===== config.mk =====
export PLATFORM = sky130hd
export DESIGN_NAME = rx_fifo_timeout
export DESIGN_NICKNAME = d
export VERILOG_FILES = /design/src/rtl/rx_fifo_timeout.sv
export SDC_FILE = /design/constraint.sdc
export NUM_CORES = 1
export LEC_CHECK = 0
export ABC_AREA = 1
export CORE_ASPECT_RATIO = 0.9
export CORE_UTILIZATION = 52
export DETAILED_ROUTE_END_ITERATION = 8
export PLACE_DENSITY = 0.8
export SLEW_MARGIN = 10
export SYNTH_ARGS = -nofsm -noshare
export SYNTH_HDL_FRONTEND = slang
export SYNTH_SLANG_ARGS = --single-unit
export TNS_END_PERCENT = 1

===== constraint.sdc =====
create_clock -name clk -period 8.15 [get_ports clk]
set_clock_uncertainty 0.05 [all_clocks]
set_input_delay 2.445 -clock clk [delete_from_list [all_inputs] [get_ports clk]]
set_output_delay 2.445 -clock clk [all_outputs]
set_load 0.03 [all_outputs]

===== src/rtl/rx_fifo_timeout.sv =====
module rx_fifo_timeout #(
  parameter int DEPTH = 16,
  parameter int TMO_CHARS = 4
) (
  input  logic clk,
  input  logic rst_n,
  input  logic rx_stb,
  input  logic [7:0] rx_byte,
  input  logic brk_stb,
  input  logic fcr_we,
  input  logic [7:0] fcr_val,
  input  logic [3:0] line_fmt,
  input  logic bit_tick,
  input  logic rd_stb,
  input  logic lsr_rd,
  output logic [7:0] rd_data,
  output logic [$clog2(DEPTH+1)-1:0] level,
  output logic data_ready,
  output logic overrun,
  output logic brk_flag,
  output logic trig_hit,
  output logic tmo_pend
);
  localparam int AW = $clog2(DEPTH);
  localparam int CW = $clog2(DEPTH+1);

  logic [7:0] mem [DEPTH];
  logic [AW-1:0] wp, rp;
  logic [CW-1:0] cnt, cnt_next, trig_lvl;
  logic fen, armed;
  logic [1:0] tsel;
  logic [7:0] hold, tcnt;
  logic [3:0] fbits;
  logic [7:0] tlimit;
  logic unused_bits;

  assign unused_bits = ^fcr_val[5:2];

  wire flush   = fcr_we && (fcr_val[1] || (fcr_val[0] != fen));
  wire in_stb  = rx_stb | brk_stb;
  wire [7:0] in_byte = brk_stb ? 8'h00 : rx_byte;
  wire full    = cnt == CW'(DEPTH);
  wire empty   = cnt == '0;
  wire do_push = fen && in_stb && !full && !flush;
  wire do_pop  = fen && rd_stb && !empty && !flush;
  wire restart = fen && !flush && (in_stb || (do_pop && cnt_next != '0));

  assign cnt_next = cnt + CW'(do_push) - CW'(do_pop);
  assign fbits  = 4'd7 + {2'b00, line_fmt[1:0]} + {3'b000, line_fmt[3]} + {3'b000, line_fmt[2]};
  assign tlimit = 8'(fbits) * 8'(TMO_CHARS);

  always_comb begin
    case (tsel)
      2'd0: trig_lvl = CW'(1);
      2'd1: trig_lvl = CW'(4);
      2'd2: trig_lvl = CW'(8);
      default: trig_lvl = CW'(14);
    endcase
  end

  assign rd_data  = fen ? (empty ? 8'h00 : mem[rp]) : hold;
  assign level    = cnt;
  assign trig_hit = data_ready && (!fen || cnt >= trig_lvl);

  always_ff @(posedge clk) begin
    if (do_push) mem[wp] <= in_byte;
  end

  always_ff @(posedge clk or negedge rst_n) begin
    if (!rst_n) begin
      wp <= '0; rp <= '0; cnt <= '0;
      fen <= 1'b0; tsel <= 2'd0; hold <= 8'h00;
      data_ready <= 1'b0; overrun <= 1'b0; brk_flag <= 1'b0; tmo_pend <= 1'b0;
      armed <= 1'b0; tcnt <= '0;
    end else begin
      if (fcr_we) begin
        fen  <= fcr_val[0];
        tsel <= fcr_val[7:6];
      end
      if (lsr_rd) begin
        overrun  <= 1'b0;
        brk_flag <= 1'b0;
      end
      if (flush) begin
        wp <= '0; rp <= '0; cnt <= '0;
        data_ready <= 1'b0; brk_flag <= 1'b0; tmo_pend <= 1'b0;
        armed <= 1'b0; tcnt <= '0;
      end else if (fen) begin
        if (do_push) wp <= wp + 1'b1;
        if (do_pop)  rp <= rp + 1'b1;
        cnt <= cnt_next;
        if (restart) begin
          armed <= 1'b1;
          tcnt  <= '0;
        end else if (armed && bit_tick) begin
          if (tcnt + 8'd1 == tlimit) begin
            armed <= 1'b0;
            tcnt  <= '0;
            if (cnt_next != '0) tmo_pend <= 1'b1;
          end else begin
            tcnt <= tcnt + 8'd1;
          end
        end
        if (rd_stb) begin
          tmo_pend <= 1'b0;
          if (cnt_next == '0) begin
            data_ready <= 1'b0;
            brk_flag   <= 1'b0;
          end
        end
        if (in_stb) begin
          data_ready <= 1'b1;
          if (full) overrun <= 1'b1;
          if (brk_stb) brk_flag <= 1'b1;
        end
      end else begin
        if (rd_stb) begin
          data_ready <= 1'b0;
          brk_flag   <= 1'b0;
          tmo_pend   <= 1'b0;
        end
        if (in_stb) begin
          hold <= in_byte;
          data_ready <= 1'b1;
          if (rx_stb && !brk_stb && data_ready) overrun <= 1'b1;
          if (brk_stb) brk_flag <= 1'b1;
        end
      end
    end
  end
endmodule


==> results of run 1 <==
## metal layers
layer,track usage,vias up
met3,0.06113,28
met1,0.3496,2630
li1,-,2663
met5,0,-
met4,0.06395,0
met2,0.3620,255
## worst max-delay path by stage
stage / from / to / slack, ns / cells after the start
final: rp[1] / rd_data[6] / 1.90 / 8
after detailed placement: brk_stb / tcnt[3] / 1.73 / 18
after global placement: brk_stb / tcnt[2] / 1.79 / 18
after floorplan: fcr_val[0] / tcnt[3] / 3.10 / 20
after CTS: rp[1] / rd_data[6] / 1.95 / 8
after global routing: rp[1] / rd_data[2] / 1.78 / 8
## cells by family (layout without fill, tap and decap cells)
family | Yosys count | after routing | share of synthesized area
simple gates | 316 | 316 | 0.1704
compound gates | 139 | 139 | 0.1070
buf+inv | 116 | 170 | 0.06000
xor+xnor | 3 | 3 | 0.003415
flops | 165 | 165 | 0.6198
fa+ha+maj | 23 | 23 | 0.03935
## cells in the mapped netlist
library cell and instances:
nand2_1 164, edfxtp_1 128, nor2_1 91, inv_1 86, o21ai_0 77, dfrtp_1 37, nand3_1 36, ha_1 21
clkbuf_1 20, a21oi_1 18, o221ai_1 12, nand2_2 9, o22ai_1 9, o21ai_2 7, a32o_1 5, nand4_1 5
buf_2 4, nor2_2 3, nor3_1 3, xor2_1 3, a31oi_1 2, buf_4 2, fa_1 2, nand2_4 2
o211ai_1 2, o21a_1 2, o21ai_1 2, o31ai_1 2, a21boi_0 1, buf_8 1, clkinv_1 1, inv_2 1
inv_4 1, nand4_2 1, nor2_4 1, or2_2 1
## power groups by stage
stage / logic [uW] / clock network (uW) / registers, uW
6_report: 666 / 739 / 1020
4_1_cts: 662 / 743 / 1020
3_5_place_dp: 656 / 0 / 1040
5_1_grt: 736 / 780 / 1030
3_3_place_gp: 642 / 0 / 1040
2_1_floorplan: 449 / 0 / 1030
## per-stage QoR
stage,std cells,power [uW],utilization,hold WS [ns]
floorplan,762,1479,-,0.3915
global placement,977,1678,0.5825,0.4060
detailed placement,977,1694,0.5825,0.4126
CTS,1009,2427,0.6209,0.4279
global route,1009,2547,0.6209,0.4733
finish,1009,2428,0.6209,0.4218
## worst max-delay path, stage by stage, from the launching register on
cell,delay [ns]
dfrtp_1,0.72
inv_1,0.62
o21ai_0,0.19
o221ai_1,0.37
nand2_1,0.15
o21ai_0,0.28
nand2_1,0.11
o21ai_0,0.13
clkdlybuf4s50_1,0.74
## cells in the final DEF (no fill, tap or decap), types with 2 or more instances in the layout
cell	netlist	final
nand2_1	164	164
edfxtp_1	128	128
nor2_1	91	91
inv_1	86	86
o21ai_0	77	77
clkdlybuf4s50_1	0	40
nand3_1	36	36
dfrtp_1	37	36
ha_1	21	21
a21oi_1	18	18
clkbuf_16	0	17
o221ai_1	12	12
nand2_2	9	9
o22ai_1	9	9
buf_4	2	8
o21ai_2	7	7
a32o_1	5	5
nand4_1	5	5
clkinvlp_4	0	5
clkinv_1	1	3
xor2_1	3	3
nor2_2	3	3
nor3_1	3	3
clkinv_4	0	3
o211ai_1	2	2
a31oi_1	2	2
o21a_1	2	2
o31ai_1	2	2
o21ai_1	2	2
nand2_4	2	2
fa_1	2	2
clkinv_2	0	2
clkbuf_1	20	2
## registers in the layout (all words and copies together) (netlist names)
register / cells
fen: 1
tsel: 2
mem: 128
wp: 4
level: 5
rp: 4
data_ready: 1
tcnt: 8
tmo_pend: 1
brk_flag: 1
overrun: 1
hold: 8
armed: 1
## layout make-up
class                      instances  area [um2]  area share
clock inverter                    13       111.4     0.01262
tap                              193       241.5     0.02737
inverter                          89       336.6     0.03815
clock buffer                      19       432.9     0.04907
sequential                       165        4771      0.5408
multi-input combinational        481        2464      0.2793
timing repair buffer              49       465.4     0.05276
==> flow_summary.yaml, run 1 <==
floorplan:
  die_y_um: 117.4
  ios: 46
  rows: 41
  chipWidth_um: 130.2
  core_area_um2: 14210
  die_area_um2: 15290
  initial_core_util: 0.5415
drt:
  drtIter0Drc: 609
  vias_per_cell: 5.526
  top_layer_used: "met4"
  avgRoutedWirePerCell_um: 17.08
  vias: 5576
  wl_met2_um: 7993
  wl_met3_um: 1357
  postRouteAntennaNets: 0
  wl_met1_um: 7639
  drc: 0
  drt_wl_total_um: 17240
  first_pass_iters: 7
cells_and_area:
  antenna_cells: 0
  nets: 854
  fin_area_um2: 8822
  synthToLayoutAreaGrowth_pct: 14.65
  drive_above_1_share: 0.07843
  n_fill_cell: 1118
synth:
  synth_top_area_frac: 0.4995
  yosys_warnings: 0
  syn_avg_cell_area_um2: 10.10
  synth.distinct_cells: 36
  synth_area_leaders: "edfxtp_1 50%, dfrtp_1 12%, nand2_1 8.0%"
  synth.ff_latch_count: 165
  syn_nets: 813
  yosysTopAreaCell: "edfxtp_1"
  syn_inst: 762
  syn_area_um2: 7695
  ys_seq_area_frac: 0.6198
power_and_ir_drop:
  power.leakage_uw: 0.003539
  peakVddDrop_uv: 190.9
  p_clk_frac: 0.304
  p_seq_frac: 0.421
  sw_frac_of_total: 0.3413
  p_per_area_nw_per_um2: 275.2
  combPwrFrac: 0.274
  p_sw_uw: 828.5
  p_int_uw: 1599
critical_path:
  required_ns: 5.66
  cp-end-kind: "output pin"
  reg2reg_to: "tcnt[3]"
  worstRegToRegCells: 17
  critPathKind: "reg2out"
  rrSetupSlack_ns: 3.98
  r2r_start: "fen"
  worstSetupStartpointType: "register"
  arrival_ns: 3.75
  worstPathMaxFanout: 24
placed_design:
  io_buffer_count: 41
  dpl_worst_slack_ns: 1.731
  place.gp.congestion: 0.8829
  dp.final_hpwl_um: 11430
  placed_area_um2: 8278
clock_network:
  htree_num_levels: 4
  cts_setup_buffers: 0
  clockRootBuffer: "clkbuf_16"
  cts.clk_slew.worst_paths_ns: 0.06
  post_cts_resize_count: 0
  cts_tree: "yes"
  cts_hold_buf: 0
  max-clock-path-buffers: 2
  cts.sink_count: 165
  clk-insertion-delay-late_ns: 0.43
  cts-buffers-inserted: 17
grt:
  grt_remaining_overflow: 0
  antenna_found_initial: 0
  grt_max_degree: 59
  grtUsageTotal: 0.2417
  grt_pass1_vias: 5318
  grt_pass1_wl_um: 27460
job:
  cap_violations: 0
hold_path:
  hold_path_end: "armed"
  worstHoldStart: "armed"
  whs_path_depth: 2
  hold_path_class: "reg2reg"
sta:
  setup_viol: 0
  fin_crit_sh: 0.7667
  fmax_mhz: 160.0
  hold_viol: 0
  slew_headroom: 0.1713
  tightest_slew_ns: 1.238
  rsz0062_at_grt: "false"
  fin_setup_tns_ns: 0
  final_max_slew_viol_count: 0
  fin_ws_ns: 1.902
  fin_crit_ns: 6.248
outcome:
  status: "complete, no violations"
No activity file was read; power rests on OpenSTA's default activity.
==> inputs of run 2 (changes only) <==
--- a/config.mk
+++ b/config.mk
@@ -9,7 +9,7 @@
 export CORE_ASPECT_RATIO = 0.9
 export CORE_UTILIZATION = 52
 export DETAILED_ROUTE_END_ITERATION = 8
-export PLACE_DENSITY = 0.8
+export PLACE_DENSITY = 0.83
 export SLEW_MARGIN = 10
 export SYNTH_ARGS = -nofsm -noshare
 export SYNTH_HDL_FRONTEND = slang
==> constraint.sdc (replaced) <==
create_clock -name clk -period 5.25 [get_ports clk]
set_clock_uncertainty 0.05 [all_clocks]
set_input_delay 1.575 -clock clk [delete_from_list [all_inputs] [get_ports clk]]
set_output_delay 1.575 -clock clk [all_outputs]
set_load 0.03 [all_outputs]
==> run 2 against run 1 <==
Compared with the run above:
- utilization rose by 0.61 points
- die area did not move
- cell count increased by 0.40%
- clock power is 64% higher
- routed wire length increased by 0.96%
- register-to-register slack lost 2.6 ns
- first-iteration DRC count grew 0.33%
- design area increased by 0.98%
- combinational power rose by 62%
- hold slack better by 0.0022 ns
- sequential share of layout area shrank 0.52 points
- global-route usage is 0.47 points higher
==> flow_summary.yaml, run 2 (synthesized netlist as in run 1, its figures left out) <==
sta:
  hold_ws_ns: 0.4239
  fin_ws_ns: 0.2296
  final_max_slew_viol_count: 0
  fmax_mhz: 199.2
  hold_viol: 0
  fin_setup_tns_ns: 0
  tightest_slew_ns: 1.177
  rsz0062_at_grt: "false"
  slew_headroom: 0.2127
  fin_crit_ns: 5.020
  fin_crit_sh: 0.9563
  setup_viol: 0
power_and_ir_drop:
  combPwrFrac: 0.280
  p_sw_uw: 1268
  p_per_area_nw_per_um2: 433.0
  peakVddDrop_uv: 238.2
  p_clk_frac: 0.314
  power.total_uw: 3857
  p_int_uw: 2589
  power.leakage_uw: 0.003592
  p_seq_frac: 0.406
  sw_frac_of_total: 0.3288
floorplan:
  die_area_um2: 15290
  die_y_um: 117.4
  initial_core_util: 0.5415
  chipWidth_um: 130.2
  ios: 46
  core_area_um2: 14210
  rows: 41
hold_path:
  whs_path_depth: 2
  hold_path_end: "armed"
  worstHoldStart: "armed"
  hold_path_class: "reg2reg"
drt:
  vias_per_cell: 5.548
  avgRoutedWirePerCell_um: 17.18
  drtIter0Drc: 611
  vias: 5620
  drc: 0
  first_pass_iters: 5
  postRouteAntennaNets: 0
  drt_wl_total_um: 17400
critical_path:
  cpMostUsedCell: "nand2_1"
  cpLargestDelayFamily: "simple AND/OR/NAND/NOR gates"
  path_cells: "nor2_1 -> nand3_1 -> nand2_1 -> nor2_1 -> nand2_1 -> o21ai_0 -> nand2_1 -> o21ai_0 -> clkdlybuf4s50_1"
  slowest_stage: "nor2_1"
  reg2reg_to: "tcnt[5]"
  arrival_ns: 3.40
  cp-end-kind: "output pin"
  required_ns: 3.63
  path_buf_inv: 1
  r2r_start: "fen"
  worstRegToRegCells: 17
  worstSetupStartpointType: "register"
  max_stage_delay_ns: 0.90
  rrSetupSlack_ns: 1.35
  critPathKind: "reg2out"
  worstPathMaxFanout: 14
placed_design:
  dp.final_hpwl_um: 11600
  dpl_worst_slack_ns: 0.4762
  placed_area_um2: 8335
  place.gp.congestion: 0.8742
  io_buffer_count: 41
clock_network:
  clk-insertion-delay-late_ns: 0.43
  cts_setup_buffers: 0
  clockRootBuffer: "clkbuf_16"
  cts_tree: "yes"
  cts.sink_count: 165
  post_cts_resize_count: 0
  cts.clk_slew.worst_paths_ns: 0.06
  cts-buffers-inserted: 17
  cts_hold_buf: 0
  max-clock-path-buffers: 2
  htree_num_levels: 4
grt:
  grt_pass1_vias: 5455
  grtUsageTotal: 0.2465
  grt_remaining_overflow: 0
  grt_pass1_wl_um: 27790
  grt_max_degree: 51
  antenna_found_initial: 0
cells_and_area:
  synthToLayoutAreaGrowth_pct: 15.77
  fin_area_um2: 8909
  regMostFlops: "mem"
  mostFrequentLayoutCells: "164 x nand2_1, 128 x edfxtp_1, 89 x nor2_1"
  largest_register_ffs: 128
  n_fill_cell: 1068
  final_common_cell: "nand2_1"
  nets: 860
  reg_top3: "mem (128), hold (8), tcnt (8)"
  drive_above_1_share: 0.08537
  antenna_cells: 0
outcome:
  status: "complete, no violations"
job:
  cap_violations: 0
-- run 2: changes by cell type in the layout (fill, tap and decap cells not counted), sizes merged --
cell,previous run,this run
bufinv,1,3
clkinvlp,5,3
clkinv,8,7
buf,9,15
clkbuf,19,18
-- run 2: how the worst max path moves through the flow --
stage | startpoint | end | cells after the start
6_report | rp[1] | rd_data[3] | 9
5_1_grt | rp[1] | rd_data[3] | 9
4_1_cts | rp[1] | rd_data[6] | 9
3_5_place_dp | fcr_val[0] | tcnt[5] | 20
3_3_place_gp | fcr_val[0] | tcnt[4] | 20
2_1_floorplan | fcr_val[0] | tcnt[3] | 20
-- run 2: routing by layer --
| layer | track usage | wire length [um] | up-vias |
|---|---|---|---|
| met3 | 0.05566 | 1303 | 30 |
| met5 | 0 | 0 | - |
| li1 | - | - | 2674 |
| met2 | 0.3763 | 8196 | 234 |
| met1 | 0.3442 | 7534 | 2682 |
| met4 | 0.09012 | 370 | 0 |
-- run 2: final cells by class --
cell class	count	area [um2]	share of cell area
Timing Repair Buffer	55	523.0	0.05871
Tap cell	193	241.5	0.02711
Inverter	89	336.6	0.03778
Sequential cell	165	4771	0.5355
Multi-Input combinational cell	481	2469	0.2771
Clock buffer	18	429.2	0.04817
Clock inverter	12	138.9	0.01559
-- run 2: worst reg2reg max path, stage by stage, from the launching register on --
cell     delay (ns)
dfrtp_1        0.71
inv_2          0.15
o21ai_0        0.43
nand2_1        0.20
nor2_1         0.17
inv_1          0.06
ha_1           0.27
inv_1          0.04
ha_1           0.20
fa_1           0.42
xor2_1         0.20
nor2_1         0.10
nand3_1        0.15
nand2_2        0.13
nand3_1        0.10
nor2_2         0.23
nand2_1        0.10
o21ai_2        0.11
-- run 2: stage by stage --
stage / util / instances
after floorplan: - / 762
after global placement: 0.5866 / 983
after detailed placement: 0.5866 / 983
after CTS: 0.6266 / 1013
after global routing: 0.6269 / 1013
final: 0.6269 / 1013
-- run 2: power by group through the flow --
| stage | Clock (uW) | Combinational, uW | Sequential (uW) |
|---|---|---|---|
| global placement | 0 | 1030 | 1590 |
| global route | 1270 | 1190 | 1570 |
| detailed placement | 0 | 1060 | 1590 |
| floorplan | 0 | 697 | 1600 |
| finish | 1210 | 1080 | 1570 |
| CTS | 1210 | 1070 | 1560 |
